### src/rtl/ledr_pkg.sv
package ledr_pkg;
  localparam int unsigned DEF_N_IN = 4;

  function automatic logic pair_phase(input logic v, input logic r);
    return v ^ r;
  endfunction
endpackage

### src/rtl/ledr_phase_detect.sv
module ledr_phase_detect #(
  parameter int unsigned N_IN = ledr_pkg::DEF_N_IN
) (
  input  logic            clk_i,
  input  logic            rst_ni,
  input  logic [N_IN-1:0] in_v_i,
  input  logic [N_IN-1:0] in_r_i,
  input  logic            out_ph_i,
  output logic            valid_o
);
  logic [N_IN-1:0] ph;
  logic            all_one, all_zero;

  for (genvar i = 0; i < N_IN; i++) begin : g_ph
    assign ph[i] = ledr_pkg::pair_phase(in_v_i[i], in_r_i[i]);
  end

  assign all_one  = &ph;
  assign all_zero = ~|ph;
  assign valid_o  = out_ph_i ? all_zero : all_one;


  phase_mismatch_chk: assert property (@(posedge clk_i) disable iff (!rst_ni)
    (!all_one && !all_zero) |-> !valid_o);

  stale_token_chk: assert property (@(posedge clk_i) disable iff (!rst_ni)
    ((all_one && out_ph_i) || (all_zero && !out_ph_i)) |-> !valid_o);
endmodule

### src/rtl/ledr_lut_tree.sv
module ledr_lut_tree #(
  parameter int unsigned N_IN = ledr_pkg::DEF_N_IN,
  localparam int unsigned LUT_W = 2 ** N_IN
) (
  input  logic [N_IN-1:0]  sel_i,
  input  logic [LUT_W-1:0] cfg_i,
  output logic             bit_o
);
  for (genvar l = 0; l <= N_IN; l++) begin : g_lvl
    localparam int unsigned W = 2 ** (N_IN - l);
    logic [W-1:0] node;
    if (l == 0) begin : g_leaf
      assign node = cfg_i;
    end else begin : g_mux
      for (genvar j = 0; j < W; j++) begin : g_n
        assign node[j] = sel_i[l-1] ? g_lvl[l-1].node[2*j+1] : g_lvl[l-1].node[2*j];
      end
    end
  end

  assign bit_o = g_lvl[N_IN].node[0];
endmodule

### src/rtl/ledr_out_stage.sv
module ledr_out_stage (
  input  logic clk_i,
  input  logic rst_ni,
  input  logic accept_i,
  input  logic bit_i,
  output logic out_v_o,
  output logic out_r_o,
  output logic ph_o,
  output logic done_o
);
  logic v_q, ph_q, done_q;

  always_ff @(posedge clk_i or negedge rst_ni) begin
    if (!rst_ni) begin
      v_q    <= 1'b0;
      ph_q   <= 1'b0;
      done_q <= 1'b0;
    end else begin
      done_q <= accept_i;
      if (accept_i) begin
        v_q  <= bit_i;
        ph_q <= ~ph_q;
      end
    end
  end

  // repeat rail rebuilt from value and phase
  assign out_v_o = v_q;
  assign out_r_o = v_q ^ ph_q;
  assign ph_o    = ph_q;
  assign done_o  = done_q;


  one_rail_chk: assert property (@(posedge clk_i) disable iff (!rst_ni)
    done_o |-> ((out_v_o != $past(out_v_o)) != (out_r_o != $past(out_r_o))));

  phase_hold_chk: assert property (@(posedge clk_i) disable iff (!rst_ni)
    !accept_i |=> $stable(ph_o));
endmodule

### src/rtl/ledr_lut_cell.sv
module ledr_lut_cell #(
  parameter int unsigned N_IN = ledr_pkg::DEF_N_IN,
  localparam int unsigned LUT_W = 2 ** N_IN
) (
  input  logic             clk_i,
  input  logic             rst_ni,
  input  logic [N_IN-1:0]  in_v_i,
  input  logic [N_IN-1:0]  in_r_i,
  input  logic [LUT_W-1:0] cfg_i,
  output logic             out_v_o,
  output logic             out_r_o,
  output logic             done_o
);
  logic valid, lut_bit, ph;

  ledr_phase_detect #(.N_IN(N_IN)) u_det (
    .clk_i, .rst_ni, .in_v_i, .in_r_i, .out_ph_i(ph), .valid_o(valid)
  );

  ledr_lut_tree #(.N_IN(N_IN)) u_lut (
    .sel_i(in_v_i), .cfg_i, .bit_o(lut_bit)
  );

  ledr_out_stage u_out (
    .clk_i, .rst_ni, .accept_i(valid), .bit_i(lut_bit),
    .out_v_o, .out_r_o, .ph_o(ph), .done_o
  );


  accept_done_chk: assert property (@(posedge clk_i) disable iff (!rst_ni)
    valid |=> done_o);

  lut_value_chk: assert property (@(posedge clk_i) disable iff (!rst_ni)
    done_o |-> (out_v_o == $past(cfg_i[in_v_i])));

  hold_out_chk: assert property (@(posedge clk_i) disable iff (!rst_ni)
    !done_o |-> ($stable(out_v_o) && $stable(out_r_o)));

  rail_phase_chk: assert property (@(posedge clk_i) disable iff (!rst_ni)
    (out_v_o ^ out_r_o) == ph);
endmodule

### config.mk
export PLATFORM = sky130hd
export DESIGN_NAME = ledr_lut_cell
export DESIGN_NICKNAME = d
export VERILOG_FILES = /design/src/rtl/ledr_pkg.sv /design/src/rtl/ledr_phase_detect.sv /design/src/rtl/ledr_lut_tree.sv /design/src/rtl/ledr_out_stage.sv /design/src/rtl/ledr_lut_cell.sv
export SDC_FILE = /design/constraint.sdc
export NUM_CORES = 1
export LEC_CHECK = 0
export BUFFER_PORTS_ARGS = -buffer_cell sky130_fd_sc_hd__buf_2
export CELL_PAD_IN_SITES_DETAIL_PLACEMENT = 1
export CELL_PAD_IN_SITES_GLOBAL_PLACEMENT = 1
export CORE_MARGIN = 2
export CORE_UTILIZATION = 23
export CTS_BUF_LIST = sky130_fd_sc_hd__clkbuf_8
export DETAILED_ROUTE_END_ITERATION = 7
export GPL_ROUTABILITY_DRIVEN = 0
export PLACE_DENSITY = 0.74
export SYNTH_ARGS = -nofsm -noshare
export SYNTH_HDL_FRONTEND = slang
export SYNTH_SLANG_ARGS = --single-unit
### constraint.sdc
create_clock -name clk_i -period 1.1 [get_ports clk_i]
set_input_delay 0.11 -clock clk_i [delete_from_list [all_inputs] [get_ports clk_i]]
set_output_delay 0.11 -clock clk_i [all_outputs]
set_load 0.05 [all_outputs]
==> results_tabular.tex, run 1 <==
\begin{tabular}{lr}
\hline
Metric & Value \\
\hline
\multicolumn{2}{l}{\textbf{Die}} \\
Floorplan core area & 1300 sq um \\
\# rows & 13 \\
Ports & 29 \\
Height of the die & 41.5 um \\
Starting density of the core & 0.248 \\
Die width & 41.5 um \\
Die Outline Area & 1720 sq um \\
\multicolumn{2}{l}{\textbf{Setup path}} \\
Crit end category & flip-flop \\
Buffer and inverter count on the worst path & 1 \\
Type of the worst setup path & input port to flip-flop \\
Biggest fanout along the worst timing path & 4 \\
Critical path's slowest cell & sky130\_fd\_sc\_hd\_\_or4\_4 \\
Kind of cell with the highest combined delay on the critical path & simple AND/OR/NAND/NOR gates \\
Chain of cells forming the critical path & buf\_12 > xnor2\_4 > or4\_4 > mux2i\_4 > mux2\_4 \\
Required time at the endpoint of the critical path & 1.19 ns \\
Arrival @ worst endpoint & 1.39 ns \\
Kind of launch point of the worst setup path & input port \\
Delay contributed by the slowest stage of the critical path & 0.54 ns \\
\multicolumn{2}{l}{\textbf{Timing}} \\
Setup slack of the critical path after layout & -0.197 ns \\
Final number of setup-violating endpoints & 3 \\
Actual slew at the worst max-slew pin & 0.250 ns \\
Clock period minus worst slack & 1.30 ns \\
Share of the clock period used by the worst path & 1.18 \\
Setup repair after global routing missed its margin & true \\
Worst slew margin relative to its limit & 0.834 \\
Clock skew after layout & 0.000841 ns \\
Timing-limited maximum frequency & 0.771 GHz \\
Number of slew-limit violations in the final report & 0 \\
Hold violation count in the final report & 0 \\
\multicolumn{2}{l}{\textbf{Route}} \\
Final WL & 1130 um \\
Via density per instance & 4.67 \\
Remaining design rule violation count & 0 \\
Wire per inst & 13.4 um \\
Number of nets with antenna violations after detailed routing & 0 \\
First-pass iteration count of the detailed router & 3 \\
Initial DRC Count & 1 \\
Vias & 392 \\
\multicolumn{2}{l}{\textbf{Synthesis}} \\
Ys Warns & 0 \\
Net count after synthesis & 53 \\
Register bit total from synthesis & 3 \\
Netlist Area Pre-Place & 323 sq um \\
Share of synthesized area occupied by flip-flops and latches & 0.233 \\
Syn Area/Cell & 12.0 sq um \\
Mapped Cells & 27 \\
Number of distinct standard cells referenced by the synthesized netlist & 16 \\
\multicolumn{2}{l}{\textbf{CTS}} \\
H-tree levels & 1 \\
Cell chosen for the clock root & sky130\_fd\_sc\_hd\_\_clkbuf\_8 \\
Total clock sinks & 3 \\
TritonCTS clock tree & built \\
Bufs on Longest Clock Path & 2 \\
Clock input transition at the sequential cells of the worst setup and hold paths & 0.03 ns \\
Clk\_lat worst skew & 0.21 ns \\
Number of clock buffers inserted by TritonCTS & 3 \\
\multicolumn{2}{l}{\textbf{Global route}} \\
Vias in the first global route & 458 \\
First-pass GRT wire length & 1700 um \\
Pin count of the biggest net entering global routing & 6 \\
Total congestion overflow after global routing & 0 \\
Antenna violations before repair & 0 \\
Combined global-route utilization of all metal layers & 0.134 \\
\multicolumn{2}{l}{\textbf{Power and ir drop}} \\
Share of power burned in combinational logic & 0.584 \\
Fraction of power spent switching nets & 0.383 \\
Internal power summed over all cells & 723 uW \\
Leakage power & 0.356 nW \\
Largest voltage drop on the vdd net & 0.577 mV \\
Pwr per Cell Area & 1630 nW/um\^{}2 \\
Clock share of power & 0.261 \\
Psw & 449 uW \\
Sequential power share & 0.156 \\
\multicolumn{2}{l}{\textbf{Cells and area}} \\
Nets & 96 \\
Ratio of cells with drive above 1 in the final layout & 0.783 \\
Most frequent cells in the layout & sky130\_fd\_sc\_hd\_\_buf\_2, sky130\_fd\_sc\_hd\_\_buf\_6, sky130\_fd\_sc\_hd\_\_buf\_4 \\
Fill cell total of the finished layout & 149 \\
Antenna Diode Count & 0 \\
Core Util, Final & 0.551 \\
Area overhead of the layout relative to synthesis & 122\% \\
Most common cell after layout, fill and taps aside & sky130\_fd\_sc\_hd\_\_buf\_2 \\
\multicolumn{2}{l}{\textbf{Hold path}} \\
Type of the tightest min-delay check & input port to asynchronous set/reset pin \\
\multicolumn{2}{l}{\textbf{Run status}} \\
Violated checks & negative setup slack \\
Status & finished with violations \\
\multicolumn{2}{l}{\textbf{Placement}} \\
Sum of net half-perimeters after detailed placement & 890 um \\
Pre-CTS setup slack & -0.466 ns \\
Number of buffer cells added on primary ports & 28 \\
\multicolumn{2}{l}{\textbf{Job}} \\
Max-cap check violation count & 0 \\
\hline
\end{tabular}
## state kept, by name, indices dropped and copies added (netlist names)
register,flops
u_out.ph_o,1
u_out.out_v_o,1
u_out.done_o,1
## Yosys cell counts
master / number / area (sq um)
sky130_fd_sc_hd__xnor2_1: 4 / 35.0
sky130_fd_sc_hd__mux2_2: 2 / 22.5
sky130_fd_sc_hd__mux2_4: 1 / 15.0
sky130_fd_sc_hd__o22ai_1: 2 / 12.5
sky130_fd_sc_hd__or4_4: 1 / 11.3
sky130_fd_sc_hd__dfrtp_1: 3 / 75.1
sky130_fd_sc_hd__nand4_1: 1 / 6.26
sky130_fd_sc_hd__o21ai_0: 1 / 5.00
sky130_fd_sc_hd__xor2_1: 1 / 8.76
sky130_fd_sc_hd__or2b_1: 1 / 7.51
sky130_fd_sc_hd__buf_4: 1 / 7.51
sky130_fd_sc_hd__nand2_1: 3 / 11.3
sky130_fd_sc_hd__mux4_2: 3 / 67.6
sky130_fd_sc_hd__mux2i_4: 1 / 22.5
sky130_fd_sc_hd__buf_2: 1 / 5.00
sky130_fd_sc_hd__mux2i_1: 1 / 10.0
## stage by stage
| stage | setup TNS [ns] | hold WS [ns] | instances | power (mW) | area [sq um] |
|---|---|---|---|---|---|
| after floorplan | -0.619 | -0.186 | 27 | 0.556 | 348 |
| after global placement | -0.613 | -0.0936 | 75 | 0.703 | 537 |
| after detailed placement | -0.689 | -0.0921 | 75 | 0.714 | 537 |
| after CTS | -0.321 | 0.229 | 84 | 1.16 | 676 |
| after global routing | -0.430 | 0.231 | 84 | 1.24 | 717 |
| final | -0.339 | 0.228 | 84 | 1.17 | 717 |
## logic make-up after synthesis
family | count (synthesis) | synth area share
buffers and inverters | 2 | 0.0388
and+or+nand+nor | 6 | 0.112
xor gates and xnor gates | 5 | 0.136
AOI/OAI and AO/OA | 3 | 0.0542
muxes | 8 | 0.426
DFF | 3 | 0.233
## layer usage
metal / track usage / share of wire
met4: 0.0581 / 0
met2: 0.253 / 0.55
met5: 0 / 0
met1: 0.123 / 0.34
met3: 0.0565 / 0.11
## layout make-up
cell class	count	area, sq um	share of cell area
Sequential cell	3	75.1	0.105
Clock buffer	3	41.3	0.0576
Multi-Input combinational cell	22	277	0.386
Tap cell	15	18.8	0.0262
Clock inverter	1	3.75	0.00524
Timing Repair Buffer	40	302	0.421
## power groups by stage
stage                     Combinational (mW)  Clock (mW)  Sequential (mW)
final                                  0.684       0.305            0.182
after global routing                   0.722       0.326            0.189
after CTS                              0.663       0.312            0.182
after detailed placement               0.523           0            0.191
after global placement                 0.515           0            0.188
after floorplan                        0.283           0            0.273
## path summary, 6_finish.rpt
path	from	endpoint	slack, ns	cells after the start
setup / recovery	in_v_i[1]	u_out.out_v_o	-0.20	5
hold / removal	rst_ni	u_out.ph_o	0.23	2
setup reg to reg	u_out.ph_o	u_out.done_o	-0.05	5
hold reg to reg	u_out.out_v_o	u_out.out_v_o	0.60	1
max in group asynchronous	rst_ni	u_out.out_v_o	0.77	2
min in group clk_i	in_v_i[2]	u_out.ph_o	0.31	4
## timing repair
item | 4_1_cts | 5_1_grt
hold buffers | 1 | 0
endpoints found under the hold margin | 3 | 0
resized for setup | 13 | 8
buffers inserted | 4 | 1
pin swaps | 4 | 3
gates cloned | 0 | 0
setup endpoints to repair | 3 | 3
No activity file was read; power rests on OpenSTA's default activity.
==> inputs of run 2 (changes only) <==
--- a/config.mk
+++ b/config.mk
@@ -13,7 +13,7 @@
 export CTS_BUF_LIST = sky130_fd_sc_hd__clkbuf_8
 export DETAILED_ROUTE_END_ITERATION = 7
 export GPL_ROUTABILITY_DRIVEN = 0
-export PLACE_DENSITY = 0.74
+export PLACE_DENSITY_LB_ADDON = 0.1
 export SYNTH_ARGS = -nofsm -noshare
 export SYNTH_HDL_FRONTEND = slang
 export SYNTH_SLANG_ARGS = --single-unit
==> results_tabular.tex, run 2 (synthesis gave the netlist of run 1 again) <==
\begin{tabular}{lr}
\hline
Metric & Value \\
\hline
\multicolumn{2}{l}{\textbf{Placement}} \\
Placed Cells incl. Taps & 72 (-4.0\%) \\
Number of buffer cells added on primary ports & 28 (unchanged) \\
Sum of net half-perimeters after detailed placement & 838 um (-5.9\%) \\
Placed standard-cell area & 514 sq um (-4.2\%) \\
\multicolumn{2}{l}{\textbf{Job}} \\
Max-cap check violation count & 0 (unchanged) \\
\multicolumn{2}{l}{\textbf{Timing}} \\
Setup slack of the critical path after layout & -0.189 ns (+0.00831 ns) \\
Number of slew-limit violations in the final report & 0 (unchanged) \\
Setup\_tns & -0.262 ns (+0.0769 ns) \\
Final number of setup-violating endpoints & 3 (unchanged) \\
Share of the clock period used by the worst path & 1.17 (-0.00755) \\
Worst slew margin relative to its limit & 0.835 (about the same) \\
Clock period minus worst slack & 1.29 ns (-0.00831 ns) \\
Timing-limited maximum frequency & 0.776 GHz (+0.64\%) \\
Actual slew at the worst max-slew pin & 0.250 ns (-0.000675 ns) \\
Hold violation count in the final report & 0 (unchanged) \\
Clock skew after layout & 0.000701 ns (-0.000140 ns) \\
Setup repair after global routing missed its margin & true \\
\multicolumn{2}{l}{\textbf{Setup path}} \\
Kind of launch point of the worst setup path & input port \\
Biggest fanout along the worst timing path & 2 (-2) \\
Kind of cell with the highest combined delay on the critical path & simple AND/OR/NAND/NOR gates \\
Arrival @ worst endpoint & 1.38 ns (about the same) \\
Critical path's slowest cell & sky130\_fd\_sc\_hd\_\_or4\_4 \\
Source of the worst register-to-register timing path & u\_out.ph\_o \\
Type of the worst setup path & input port to flip-flop \\
Reg2reg end & u\_out.out\_v\_o \\
Required time at the endpoint of the critical path & 1.19 ns (about the same) \\
Delay contributed by the slowest stage of the critical path & 0.55 ns (about the same) \\
Buffer and inverter count on the worst path & 1 (unchanged) \\
Chain of cells forming the critical path & buf\_8 > xnor2\_2 > or4\_4 > mux2i\_4 > mux2\_4 \\
Crit end category & flip-flop \\
Minimum setup slack among reg-to-reg paths & -0.06 ns (about the same) \\
Register-to-Register Path Depth & 3 (-2) \\
\multicolumn{2}{l}{\textbf{Run status}} \\
Violated checks & negative setup slack \\
Status & finished with violations \\
\multicolumn{2}{l}{\textbf{Power and ir drop}} \\
Leakage power & 0.342 nW (-4.0\%) \\
Largest voltage drop on the vdd net & 0.706 mV (+22\%) \\
Pwr per Cell Area & 1690 nW/um\^{}2 (+3.6\%) \\
Power after layout & 1.15 mW (-1.7\%) \\
\multicolumn{2}{l}{\textbf{Global route}} \\
Combined global-route utilization of all metal layers & 0.137 (+0.00223) \\
Total congestion overflow after global routing & 0 (unchanged) \\
Pin count of the biggest net entering global routing & 6 (unchanged) \\
Vias in the first global route & 421 (-8.1\%) \\
First-pass GRT wire length & 1700 um (-0.41\%) \\
Antenna violations before repair & 0 (unchanged) \\
\multicolumn{2}{l}{\textbf{Die}} \\
Starting density of the core & 0.248 (unchanged) \\
Height of the die & 41.5 um (unchanged) \\
Ports & 29 (unchanged) \\
Die Outline Area & 1720 sq um (unchanged) \\
Floorplan core area & 1300 sq um (unchanged) \\
Die width & 41.5 um (unchanged) \\
\# rows & 13 (unchanged) \\
\multicolumn{2}{l}{\textbf{Route}} \\
Number of nets with antenna violations after detailed routing & 0 (unchanged) \\
Final WL & 1070 um (-5.5\%) \\
Via density per instance & 4.67 (about the same) \\
Vias & 383 (-2.3\%) \\
First-pass iteration count of the detailed router & 1 (-2) \\
Remaining design rule violation count & 0 (unchanged) \\
Initial DRC Count & 0 (-1) \\
Wire per inst & 13.0 um (-3.2\%) \\
\multicolumn{2}{l}{\textbf{Cells and area}} \\
Fill cell total of the finished layout & 158 (+6.0\%) \\
Ratio of cells with drive above 1 in the final layout & 0.791 (+0.00844) \\
Most frequent cells in the layout & sky130\_fd\_sc\_hd\_\_buf\_2, sky130\_fd\_sc\_hd\_\_buf\_4, sky130\_fd\_sc\_hd\_\_buf\_6 \\
Nets & 94 (-2.1\%) \\
Area overhead of the layout relative to synthesis & 111\% \\
Antenna Diode Count & 0 (unchanged) \\
Final cell count without fillers & 82 (-2.4\%) \\
Non-Filler Cell Area, Final & 681 sq um (-5.1\%) \\
Most common cell after layout, fill and taps aside & sky130\_fd\_sc\_hd\_\_buf\_2 \\
\multicolumn{2}{l}{\textbf{CTS}} \\
H-tree levels & 1 (unchanged) \\
Clock input transition at the sequential cells of the worst setup and hold paths & 0.03 ns (about the same) \\
Clk\_lat worst skew & 0.21 ns (about the same) \\
Bufs on Longest Clock Path & 2 (unchanged) \\
Number of clock buffers inserted by TritonCTS & 3 (unchanged) \\
Cell chosen for the clock root & sky130\_fd\_sc\_hd\_\_clkbuf\_8 \\
TritonCTS clock tree & built \\
Total clock sinks & 3 (unchanged) \\
\multicolumn{2}{l}{\textbf{Hold path}} \\
Type of the tightest min-delay check & input port to asynchronous set/reset pin \\
\hline
\end{tabular}
==> run 2: changes by cell type in the layout (fill, tap and decap cells not counted) <==
cell and delta:
sky130_fd_sc_hd__buf_12 -1, sky130_fd_sc_hd__buf_4 +1, sky130_fd_sc_hd__buf_6 -3, sky130_fd_sc_hd__buf_8 +1, sky130_fd_sc_hd__o22ai_1 -1, sky130_fd_sc_hd__o22ai_2 +1
sky130_fd_sc_hd__xnor2_2 +1, sky130_fd_sc_hd__xnor2_4 -1
==> run 2: final cells by class <==
class                           instances  area (sq um)  share of cell area
Multi-Input combinational cell         22           272               0.399
Timing Repair Buffer                   38           270               0.397
Sequential cell                         3          75.1               0.110
Clock buffer                            3          41.3              0.0607
Tap cell                               15          18.8              0.0276
Clock inverter                          1          3.75             0.00551
==> run 2: routing by layer <==
metal / track usage / vias to the layer above / wire length (um)
met5: 0 / - / 0
met4: 0.116 / 0 / 22
met3: 0.0304 / 2 / 54
met2: 0.272 / 19 / 683
met1: 0.105 / 181 / 305
li1: - / 181 / -
==> run 2: metrics by stage <==
| step | hold WS, ns | util | setup slack [ns] |
|---|---|---|---|
| after detailed placement | -0.0883 | 0.395 | -0.447 |
| after global placement | -0.0965 | 0.395 | -0.427 |
| after global routing | 0.239 | 0.523 | -0.195 |
| after floorplan | -0.186 | - | -0.381 |
| after CTS | 0.224 | 0.507 | -0.172 |
| final | 0.231 | 0.523 | -0.189 |
==> run 2: worst max path at each step <==
stage,start,end,slack [ns],cells after the start
6_report,in_v_i[0],u_out.out_v_o,-0.19,5
5_1_grt,in_v_i[0],u_out.out_v_o,-0.19,5
4_1_cts,in_v_i[3],u_out.out_v_o,-0.17,5
3_5_place_dp,in_v_i[1],u_out.out_v_o,-0.45,5
3_3_place_gp,in_v_i[1],u_out.out_v_o,-0.43,5
2_1_floorplan,in_v_i[1],u_out.out_v_o,-0.38,5
==> run 2: repair_timing <==
item | CTS | global route
setup buffers | 4 | 1
resized for setup | 14 | 3
pin swaps | 4 | 3
endpoints found under the hold margin | 3 | 0
cloned | 0 | 0
setup endpoints to repair | 2 | 2
hold buffers | 1 | 0
==> run 2: power by group <==
part           internal (mW)  switching (mW)  leakage [nW]
clock                  0.237          0.0665        0.0269
combinational          0.324           0.339         0.278
sequential             0.147          0.0384        0.0376
